==> src/rtl/cfgrd_seq.sv <==
`timescale 1ns/1ps
module cfgrd_seq #(
  parameter int REG_LO = 16,
  parameter int REG_HI = 47,
  parameter logic [3:0] RD_CMD = 4'b1010
) (
  input  logic        clk,
  input  logic        rst_n,
  input  logic        frame_n,
  input  logic        idsel,
  input  logic [31:0] ad_in,
  input  logic [3:0]  cbe_n,
  input  logic        irdy_n,
  input  logic        be_rdy_n,
  input  logic [31:0] be_data,
  output logic [31:0] ad_out,
  output logic        ad_oe,
  output logic        trdy_n,
  output logic        trdy_oe,
  output logic        devsel_n,
  output logic        devsel_oe,
  output logic [31:0] be_addr,
  output logic        region_hit,
  output logic        xfer_n
);
  localparam logic [5:0] LO6 = REG_LO[5:0];
  localparam logic [5:0] HI6 = REG_HI[5:0];

  typedef enum logic [2:0] {S_IDLE, S_ADDR, S_HIT, S_DATA, S_DONE} st_t;
  st_t st;

  logic [31:0] addr_q, dat_q;
  logic rdy_q, trdy_q, xfer_q;

  wire start  = !frame_n && idsel && (cbe_n == RD_CMD) && (ad_in[1:0] == 2'b00);
  wire in_rng = (addr_q[7:2] >= LO6) && (addr_q[7:2] <= HI6);
  wire rdy    = !be_rdy_n;
  wire done   = (st == S_DATA) && !irdy_n && trdy_q;

  always_ff @(posedge clk) begin
    if (!rst_n) begin
      st     <= S_IDLE;
      addr_q <= '0;
      dat_q  <= '0;
      rdy_q  <= 1'b0;
      trdy_q <= 1'b0;
      xfer_q <= 1'b0;
    end else begin
      case (st)
        S_IDLE: if (start) begin
          st     <= S_ADDR;
          addr_q <= ad_in;
        end
        S_ADDR: st <= in_rng ? S_HIT : S_IDLE;
        S_HIT:  st <= S_DATA;
        S_DATA: if (done) st <= S_DONE;
        default: st <= S_IDLE;
      endcase
      rdy_q  <= region_hit && rdy;
      xfer_q <= ((st == S_HIT) || ((st == S_DATA) && !done)) && rdy;
      trdy_q <= (st == S_DATA) && !done && (trdy_q || (rdy && rdy_q));
      if (xfer_q && !trdy_q) dat_q <= be_data;
    end
  end

  assign region_hit = (st == S_HIT) || (st == S_DATA);
  assign devsel_oe  = (st == S_DATA) || (st == S_DONE);
  assign devsel_n   = (st != S_DATA);
  assign trdy_oe    = devsel_oe;
  assign trdy_n     = !trdy_q;
  assign ad_oe      = trdy_q;
  assign ad_out     = dat_q;
  assign xfer_n     = !xfer_q;
  assign be_addr    = addr_q;
endmodule

==> config.mk <==
export PLATFORM = sky130hd
export DESIGN_NAME = cfgrd_seq
export DESIGN_NICKNAME = d
export VERILOG_FILES = /design/src/rtl/cfgrd_seq.sv
export SDC_FILE = /design/constraint.sdc
export NUM_CORES = 1
export LEC_CHECK = 0
export ABC_CLOCK_PERIOD_IN_PS = 1600
export BUFFER_PORTS_ARGS = -buffer_cell sky130_fd_sc_hd__buf_2
export CAP_MARGIN = 20
export CORE_ASPECT_RATIO = 0.75
export CORE_MARGIN = 2
export CORE_UTILIZATION = 45
export DETAILED_ROUTE_END_ITERATION = 16
export PLACE_DENSITY_LB_ADDON = 0.25
export SYNTH_ARGS = -nofsm -noshare
export SYNTH_HDL_FRONTEND = slang
export SYNTH_SLANG_ARGS = --single-unit
==> constraint.sdc <==
create_clock -name clk -period 1.6 [get_ports clk]
set_clock_uncertainty 0.1 [all_clocks]
set_input_delay 0.08 -clock clk [delete_from_list [all_inputs] [get_ports clk]]
set_output_delay 0.08 -clock clk [all_outputs]
set_load 0.005 [all_outputs]
# == Yosys cells after proc, flatten, opt, wreduce, memory -nomap -nowiden ==
# Index checks and enable logic that the tools add are counted.
# W data, S select, Z words.
# word_totals
reg_bits,70
latch_bits,0
ram_bits,0
mem_bits_ro,0
in_bits,74
output_inout_bits,71
word_cells,46
mem_count,0
# op_classes
add_sub_neg,0
mul,0
n_div,0
n_lt_le_gt_ge,2
n_eq_ne,8
shift,0
n_mux,4
bitwise_logic,0
n_reduce_logical,26
# ops
operator,count
$logic_and A1 B1 Y1,12
$pmux W3 S4,1
$eq A3 B2 Y1 const B,2
$ge A6 B5 Y1 const B,1
$le A6 B6 Y1 const B,1
$logic_not A1 Y1,6
$mux W3,2
$eq A4 B4 Y1 const B,1
$logic_or A1 B1 Y1,4
$ne A2 B2 Y1 const B,2
$reduce_and A2 Y1,2
$eq A3 B1 Y1 const B,1
$eq A3 B3 Y1 const B,1
$logic_not A3 Y1,1
$ne A3 B2 Y1 const B,1
$logic_not A2 Y1,1
$mux W2,1

# == Longest topological paths before layout ==
# Gate-level depths: netlist of the first run.
# logic_depth
depth_word,7
mapped_depth,5
ltp_nobuf,4

# == Least setup slack after synthesis of the first run ==
# OpenSTA, ideal clock, no wires.
# synth_path
path_type,reg2reg
from,reg st[0]
to,"reg addr_q[10], in the netlist be_addr[10]"
setup_ps,120
t_arrival_ps,983
required_ps,1380
slack_ps,398
stages_incl_launch_ff,5
path_buffers,1
synth_period_minus_slack_ps,1202
path_cell_list,dfxtp_1 -> nor3_2 -> nand3_2 -> buf_6 -> mux2i_1
# synth_via
elab_chain_len,2
# synth_lines
item,line,source
from (decl),30,st_t st;
from (signal assigned),54,S_ADDR: st <= in_rng ? S_HIT : S_IDLE;
$logic_not A3 Y1,49,case (st)
$reduce_and A2 Y1 (no source line),-,
to (signal assigned),52,addr_q <= ad_in;
to (decl),32,"logic [31:0] addr_q, dat_q;"
# Every way passes these cells.
# A chain may end at the register's enable or synchronous reset.

# == Worst setup path after layout of the first run ==
# layout_path
from,in ad_in[1]
to,"reg addr_q[30], in the netlist be_addr[30]"
# layout_via
elab_chain_len,3
# layout_lines
item,line,source
from (decl),11,"input logic [31:0] ad_in,"
$logic_not A2 Y1,35,wire start = !frame_n && idsel && (cbe_n == RD_CMD) && (ad_in[1:0] == 2'b00);
$logic_and A1 B1 Y1,35,
$reduce_and A2 Y1 (no source line),-,
# Every way passes these cells.

==> results of run 1 <==
==> cell usage in the layout, fill, tap and decap left out, types with 2 or more instances in the layout <==
cell type,synthesis,layout
and3_1,2,2
clkbuf_8,0,9
nor2_1,4,4
clkbuf_1,5,3
dlygate4sd3_1,0,67
buf_4,3,10
nand2b_1,3,3
a21boi_0,17,17
buf_2,11,144
a21boi_1,15,15
nor2b_2,0,2
clkinv_2,0,2
dfxtp_1,70,70
mux2i_1,30,30
nand2_1,129,129
inv_1,5,5
==> flip-flops by register name, summed over array words and instances, names as in the netlist <==
| signal | flops |
|---|---|
| ad_oe | 1 |
| ad_out | 32 |
| be_addr | 32 |
| rdy_q | 1 |
| st | 3 |
| xfer_q | 1 |
==> power groups by stage <==
stage / clock network (mW) / logic, mW / registers, mW
after floorplan: 0 / 0.0701 / 1.78
after global placement: 0 / 0.172 / 1.78
after detailed placement: 0 / 0.173 / 1.78
after CTS: 1.36 / 0.299 / 1.74
after global routing: 1.43 / 0.337 / 1.74
final: 1.33 / 0.309 / 1.74
==> area by class of cell <==
class                           count  share of cell area (%)
Clock buffer                       12                    3.07
Clock inverter                      4                    1.08
Inverter                            5                   0.427
Multi-Input combinational cell    215                    27.6
Sequential cell                    70                    31.9
Tap cell                           78                    2.22
Timing Repair Buffer              222                    33.8
==> worst register-to-register path: cells and delay by family, from the launching register on <==
family	cells	cell delay, ns
buffers and inverters	1	0.24
flip-flops	1	0.35
multiplexers	1	0.14
AND/OR/NAND/NOR	2	0.38
==> kinds of logic (layout without fill, tap and decap cells) <==
family                   Yosys count  count (layout)
AND/OR/NAND/NOR                  147             147
buffers and inverters             27             243
AO/OA/AOI/OAI                     37              37
multiplexers                      30              30
adder cells (fa/ha/maj)            1               1
flip-flops                        70              70
==> final timing paths <==
check,from,end,slack (ns),cells after the start
setup / recovery,ad_in[1],be_addr[30],0.11,6
hold / removal,rst_n,ad_out[6],0.02,2
setup reg to reg,st[1],be_addr[30],0.27,4
hold reg to reg,ad_out[9],ad_out[9],0.35,2
==> through the flow <==
| step | std cells | setup WS [ns] |
|---|---|---|
| after floorplan | 312 | 0.398 |
| after global placement | 523 | 0.344 |
| after detailed placement | 523 | 0.267 |
| after CTS | 606 | 0.0668 |
| after global routing | 606 | 0.0194 |
| final | 606 | 0.107 |
==> timing repair <==
item	CTS	global route
endpoints found under the setup margin	0	2
gates resized for setup	0	1
hold buffers	67	0
hold endpoints to repair	66	0
==> metal layers <==
layer,wire length [um],vias to the layer above
li1,-,1422
met1,3130,1251
met2,3920,96
met3,521,16
met4,138,0
met5,0,-
==> flow_summary.ini, run 1 <==
[run_status]
outcome = finished, final reports clean

[detailed_routing]
drt_first_pass_iters = 4
drt-total-wl_mm = 7.71
postRouteAntennaNets = 0
post_drt_via_cell_ratio = 4.60
drt_drc = 0
detail_route.iter0.violations = 79
wl_per_cell_um = 12.7
total_number_of_vias = 2785

[floorplan]
initial_core_util_pct = 47.1
number_of_top_level_design_ports = 145
die-area_um2 = 6780
floorplan.die.height_um = 71.8
coreArea_um2 = 5860
floorplan.die.width_um = 94.4
rows = 24

[placement]
area_post_placement_um2 = 3540
io_buffers = 144
hpwl_mm = 4.65
place_congestion = 0.786

[logic_synthesis]
seq_area_frac_synth_pct = 50.8
synth_top_family_by_area = simple AND/OR/NAND/NOR gates
synthMostInstantiatedCell = nand2_1
synthesis.nets = 387
yosys.area_share.xor_xnor_pct = 0
ys.warnings.count = 0
netlist.area_leader.share_pct = 50.8
post_synthesis_cell_type_count = 27
synth_compound_gate_area_share_pct = 9.94
synth_area_um2 = 2760
synth-edff-count = 0
synth_simple_gate_area_share_pct = 22.5
synthesis.area_per_instance_um2 = 8.84
synth_top_cells_by_area = dfxtp_1 51%, nand2_1 18%, mux2i_1 11%, a21boi_0 4.6%, a21boi_1 4.1%
synth.cells.most_frequent = 129 x nand2_1, 70 x dfxtp_1, 30 x mux2i_1, 17 x a21boi_0, 15 x a21boi_1
synthFlopType = dfxtp_1
synthArstFlopShare_pct = 0
synth.area.mux_share_pct = 10.9
fraction_of_the_mapped_netlist_area_in_adder_cells_pct = 0.454
synth_top_area_cell = dfxtp_1
count_of_mapped_cells_out_of_synthesis = 312
synthesized_flop_and_latch_total = 70

[sta]
achievable_freq_mhz = 670
finalWorstPathRequiredPeriod_ns = 1.49
finalSetupViolations = 0
timing_worst_slew_pin_value_ns = 0.248
whs_ns = 0.0153
setup-tns-final_ns = 0
rsz0062_at_grt = no
timing.max_slew.rel_slack_pct = 83.4
timing_hold_violations_final = 0
finalMaxSlewViolations = 0
min_period_over_period_pct = 93.3

[finish]
n_antenna_cell = 0
filler_cell_count = 433
final_instance_area_um2 = 4400
layout-drive-gt1-share_pct = 32.8
combined_area_of_the_multi_input_logic_cells_um2 = 1210
nets = 598
area.sequential_um2 = 1400
layout-area-overhead-vs-synth_pct = 59.5
final_util_pct = 75.1

[power]
net-switching-power_mw = 0.715
vdd_ir_drop_max_mv = 0.640
p_clk_share_pct = 39.3
powerDensity_nw_per_um2 = 768
share_comb_of_total_power_pct = 9.1
power_report.internal_total_mw = 2.66
switching_share_pct = 21.2
seq_power_share_pct = 51.6
static_leak_nw = 2.22
design_power_total_mw = 3.38

[clock_network]
clkSlewWorstSetupHoldPaths_ns = 0.07
cts_buffer_depth = 2
cts_buffer_count = 9
cts_root_buffer = clkbuf_8
cts_htree_levels = 3
clk_latency_ns = 0.32
tritoncts_clock_tree = built
post_cts_buffers = 0
cts_sinks = 70

[grt]
pin_count_of_the_biggest_net_entering_global_routing = 45
antenna_found_initial = 0
use_met1_pct = 24.7
grt_first_pass_wirelength_mm = 12.2
met3_usage_pct = 7.15
gr_peak_layer = met2
overall_overflow_remaining_after_global_route = 0
globalRouteTotalUtil_pct = 23.2
grt.met2_usage_pct = 42.9
grt_pass1_vias = 2736

[critical_path]
crit_arrival_ns = 1.60
crit_path_max_incr_delay_ns = 0.55
critical_path.max_fanout = 13
worstPathRequired_ns = 1.71
crit_path_end_kind = flop
critical_path.top_delay_family = buffers and inverters
timing.critical_path.cells = dlygate4sd3_1, buf_2, nor4b_4, nand3_2, buf_4, mux2i_1
worstSetupStartpointType = input port
cp.buffers_inverters = 3
criticalPathCategory = in2reg
critPathSlowestCell = dlygate4sd3_1

[worst_hold_path]
hold_path.class = in2reg

[job]
timing.max_cap.violations = 0
Power figures use the tool's default switching activity.
==> run 2, diff against run 1 <==
--- a/config.mk
+++ b/config.mk
@@ -5,12 +5,12 @@
 export SDC_FILE = /design/constraint.sdc
 export NUM_CORES = 1
 export LEC_CHECK = 0
-export ABC_CLOCK_PERIOD_IN_PS = 1600
+export ABC_CLOCK_PERIOD_IN_PS = 1900
 export BUFFER_PORTS_ARGS = -buffer_cell sky130_fd_sc_hd__buf_2
 export CAP_MARGIN = 20
 export CORE_ASPECT_RATIO = 0.75
 export CORE_MARGIN = 2
-export CORE_UTILIZATION = 45
+export CORE_UTILIZATION = 47
 export DETAILED_ROUTE_END_ITERATION = 16
 export PLACE_DENSITY_LB_ADDON = 0.25
 export SYNTH_ARGS = -nofsm -noshare
==> constraint.sdc (replaced) <==
create_clock -name clk -period 1.9 [get_ports clk]
set_clock_uncertainty 0.1 [all_clocks]
set_input_delay 0.095 -clock clk [delete_from_list [all_inputs] [get_ports clk]]
set_output_delay 0.095 -clock clk [all_outputs]
set_load 0.005 [all_outputs]
==> run 2 against run 1 <==
Net effect: core utilization grew 3.5 points; die area is 4.0% lower; global-route usage rose by 1.8 points; setup slack got worse by 0.0023 ns; sequential share of layout area decreased by 0.76 points; flip-flop and latch count unchanged; critical endpoint is now st[0]; largest cell class unchanged.
==> flow_summary.ini, run 2 (same netlist as run 1, synthesis figures left out) <==
[worst_hold_path]
min-delay-start = rst_n
hold_path.class = in2reg

[clock_network]
cts_root_buffer = clkbuf_8
cts_sinks = 70
clk_latency_ns = 0.33
post_cts_buffers = 0
tritoncts_clock_tree = built
cts_htree_levels = 3
clkSlewWorstSetupHoldPaths_ns = 0.07
cts_buffer_count = 9
cts_buffer_depth = 2

[floorplan]
initial_core_util_pct = 48.1
floorplan.die.width_um = 92.5
die-area_um2 = 6500
coreArea_um2 = 5740
rows = 24
floorplan.die.height_um = 70.3
number_of_top_level_design_ports = 145

[power]
vdd_ir_drop_max_mv = 0.553
seq_power_share_pct = 44.5
share_comb_of_total_power_pct = 7.7
p_clk_share_pct = 47.8
net-switching-power_mw = 0.651
powerDensity_nw_per_um2 = 731
power_report.internal_total_mw = 2.65
switching_share_pct = 19.8
static_leak_nw = 2.29

[finish]
layout_commonest_cell = buf_2
layout.cells.most_common_list = 144 x buf_2, 129 x nand2_1, 73 x dlygate4sd3_1
n_antenna_cell = 0
nets = 600
layout-drive-gt1-share_pct = 32.5
layout-area-overhead-vs-synth_pct = 63.6

[sta]
whs_ns = 0.0641
min_period_over_period_pct = 94.5
timing.max_slew.rel_slack_pct = 73.0
setup-tns-final_ns = 0
timing_hold_violations_final = 0
finalMaxSlewViolations = 0
finalWorstPathRequiredPeriod_ns = 1.80
rsz0062_at_grt = no
finalSetupViolations = 0
timing_worst_slew_pin_value_ns = 0.405
achievable_freq_mhz = 557

[detailed_routing]
detail_route.iter0.violations = 104
postRouteAntennaNets = 0
drt_first_pass_iters = 4
drt-total-wl_mm = 7.86
drt_drc = 0
wl_per_cell_um = 12.9
total_number_of_vias = 2868
post_drt_via_cell_ratio = 4.72

[critical_path]
timing.rr.start = ad_oe
crit_arrival_ns = 1.93
crit_path_max_incr_delay_ns = 0.59
crit_path_end_kind = flop
cp.buffers_inverters = 3
criticalPathCategory = in2reg
cpMostUsedCell = dlygate4sd3_1
worstPathRequired_ns = 2.04
timing.critical_path.cells = dlygate4sd3_1, buf_2, nor4b_4, dlygate4sd3_1, nand2_1, a221oi_1
worstSetupStartpointType = input port
critPathSlowestCell = dlygate4sd3_1
critical_path.max_fanout = 2
critical_path.top_delay_family = buffers and inverters
cp-startpoint = frame_n
r2r_slack_ns = 0.12

[job]
timing.max_cap.violations = 0

[grt]
antenna_found_initial = 0
overall_overflow_remaining_after_global_route = 0
grt_first_pass_wirelength_mm = 12.8
pin_count_of_the_biggest_net_entering_global_routing = 48
grt_pass1_vias = 2838
globalRouteTotalUtil_pct = 24.9

[run_status]
outcome = finished, final reports clean

[placement]
io_buffers = 144
place_congestion = 0.851
hpwl_mm = 4.69
==> run 2: final timing paths <==
kind / endpoint / depth (start not counted)
max: st[0] / 6
min: rdy_q / 2
max reg2reg: ad_out[6] / 5
min reg2reg: ad_out[10] / 2
==> run 2: layer usage <==
layer / global-route usage [%] / part of all wire (%) / vias up
met5: 0 / 0 / -
met3: 8.31 / 7.2 / 9
met1: 28.1 / 39 / 1327
met2: 45.7 / 52 / 108
li1: - / - / 1424
met4: 5.31 / 1.1 / 0
==> run 2: power by group through the flow <==
stage	combinational, mW	sequential [mW]	clock [mW]
global placement	0.140	1.50	0
finish	0.253	1.47	1.58
global route	0.273	1.47	1.68
detailed placement	0.141	1.50	0
CTS	0.245	1.47	1.62
floorplan	0.0591	1.50	0
==> run 2: layout make-up <==
cell class	count	area [um^2]
clock buffer	9	124
clock inverter	7	146
fill	395	1220
inverter	5	18.8
multi-input combinational	215	1210
sequential	70	1400
tap	78	97.6
timing repair buffer	224	1510
==> run 2: stage by stage <==
step / util (%) / instances / power, mW / setup slack [ns] / cell area (um^2)
4_1_cts: 78.5 / 608 / 3.33 / 0.0369 / 4500
5_1_grt: 78.6 / 608 / 3.42 / 0.0303 / 4510
3_5_place_dp: 61.0 / 519 / 1.64 / 0.360 / 3500
2_1_floorplan: - / 312 / 1.56 / 0.698 / 2760
3_3_place_gp: 61.0 / 519 / 1.64 / 0.433 / 3500
6_report: 78.6 / 608 / 3.30 / 0.105 / 4510
==> run 2: timing repair <==
action,in CTS,in global routing
hold buffers,73,0
gates resized for setup,0,3
hold endpoints to repair,65,0
setup endpoints to repair,0,7
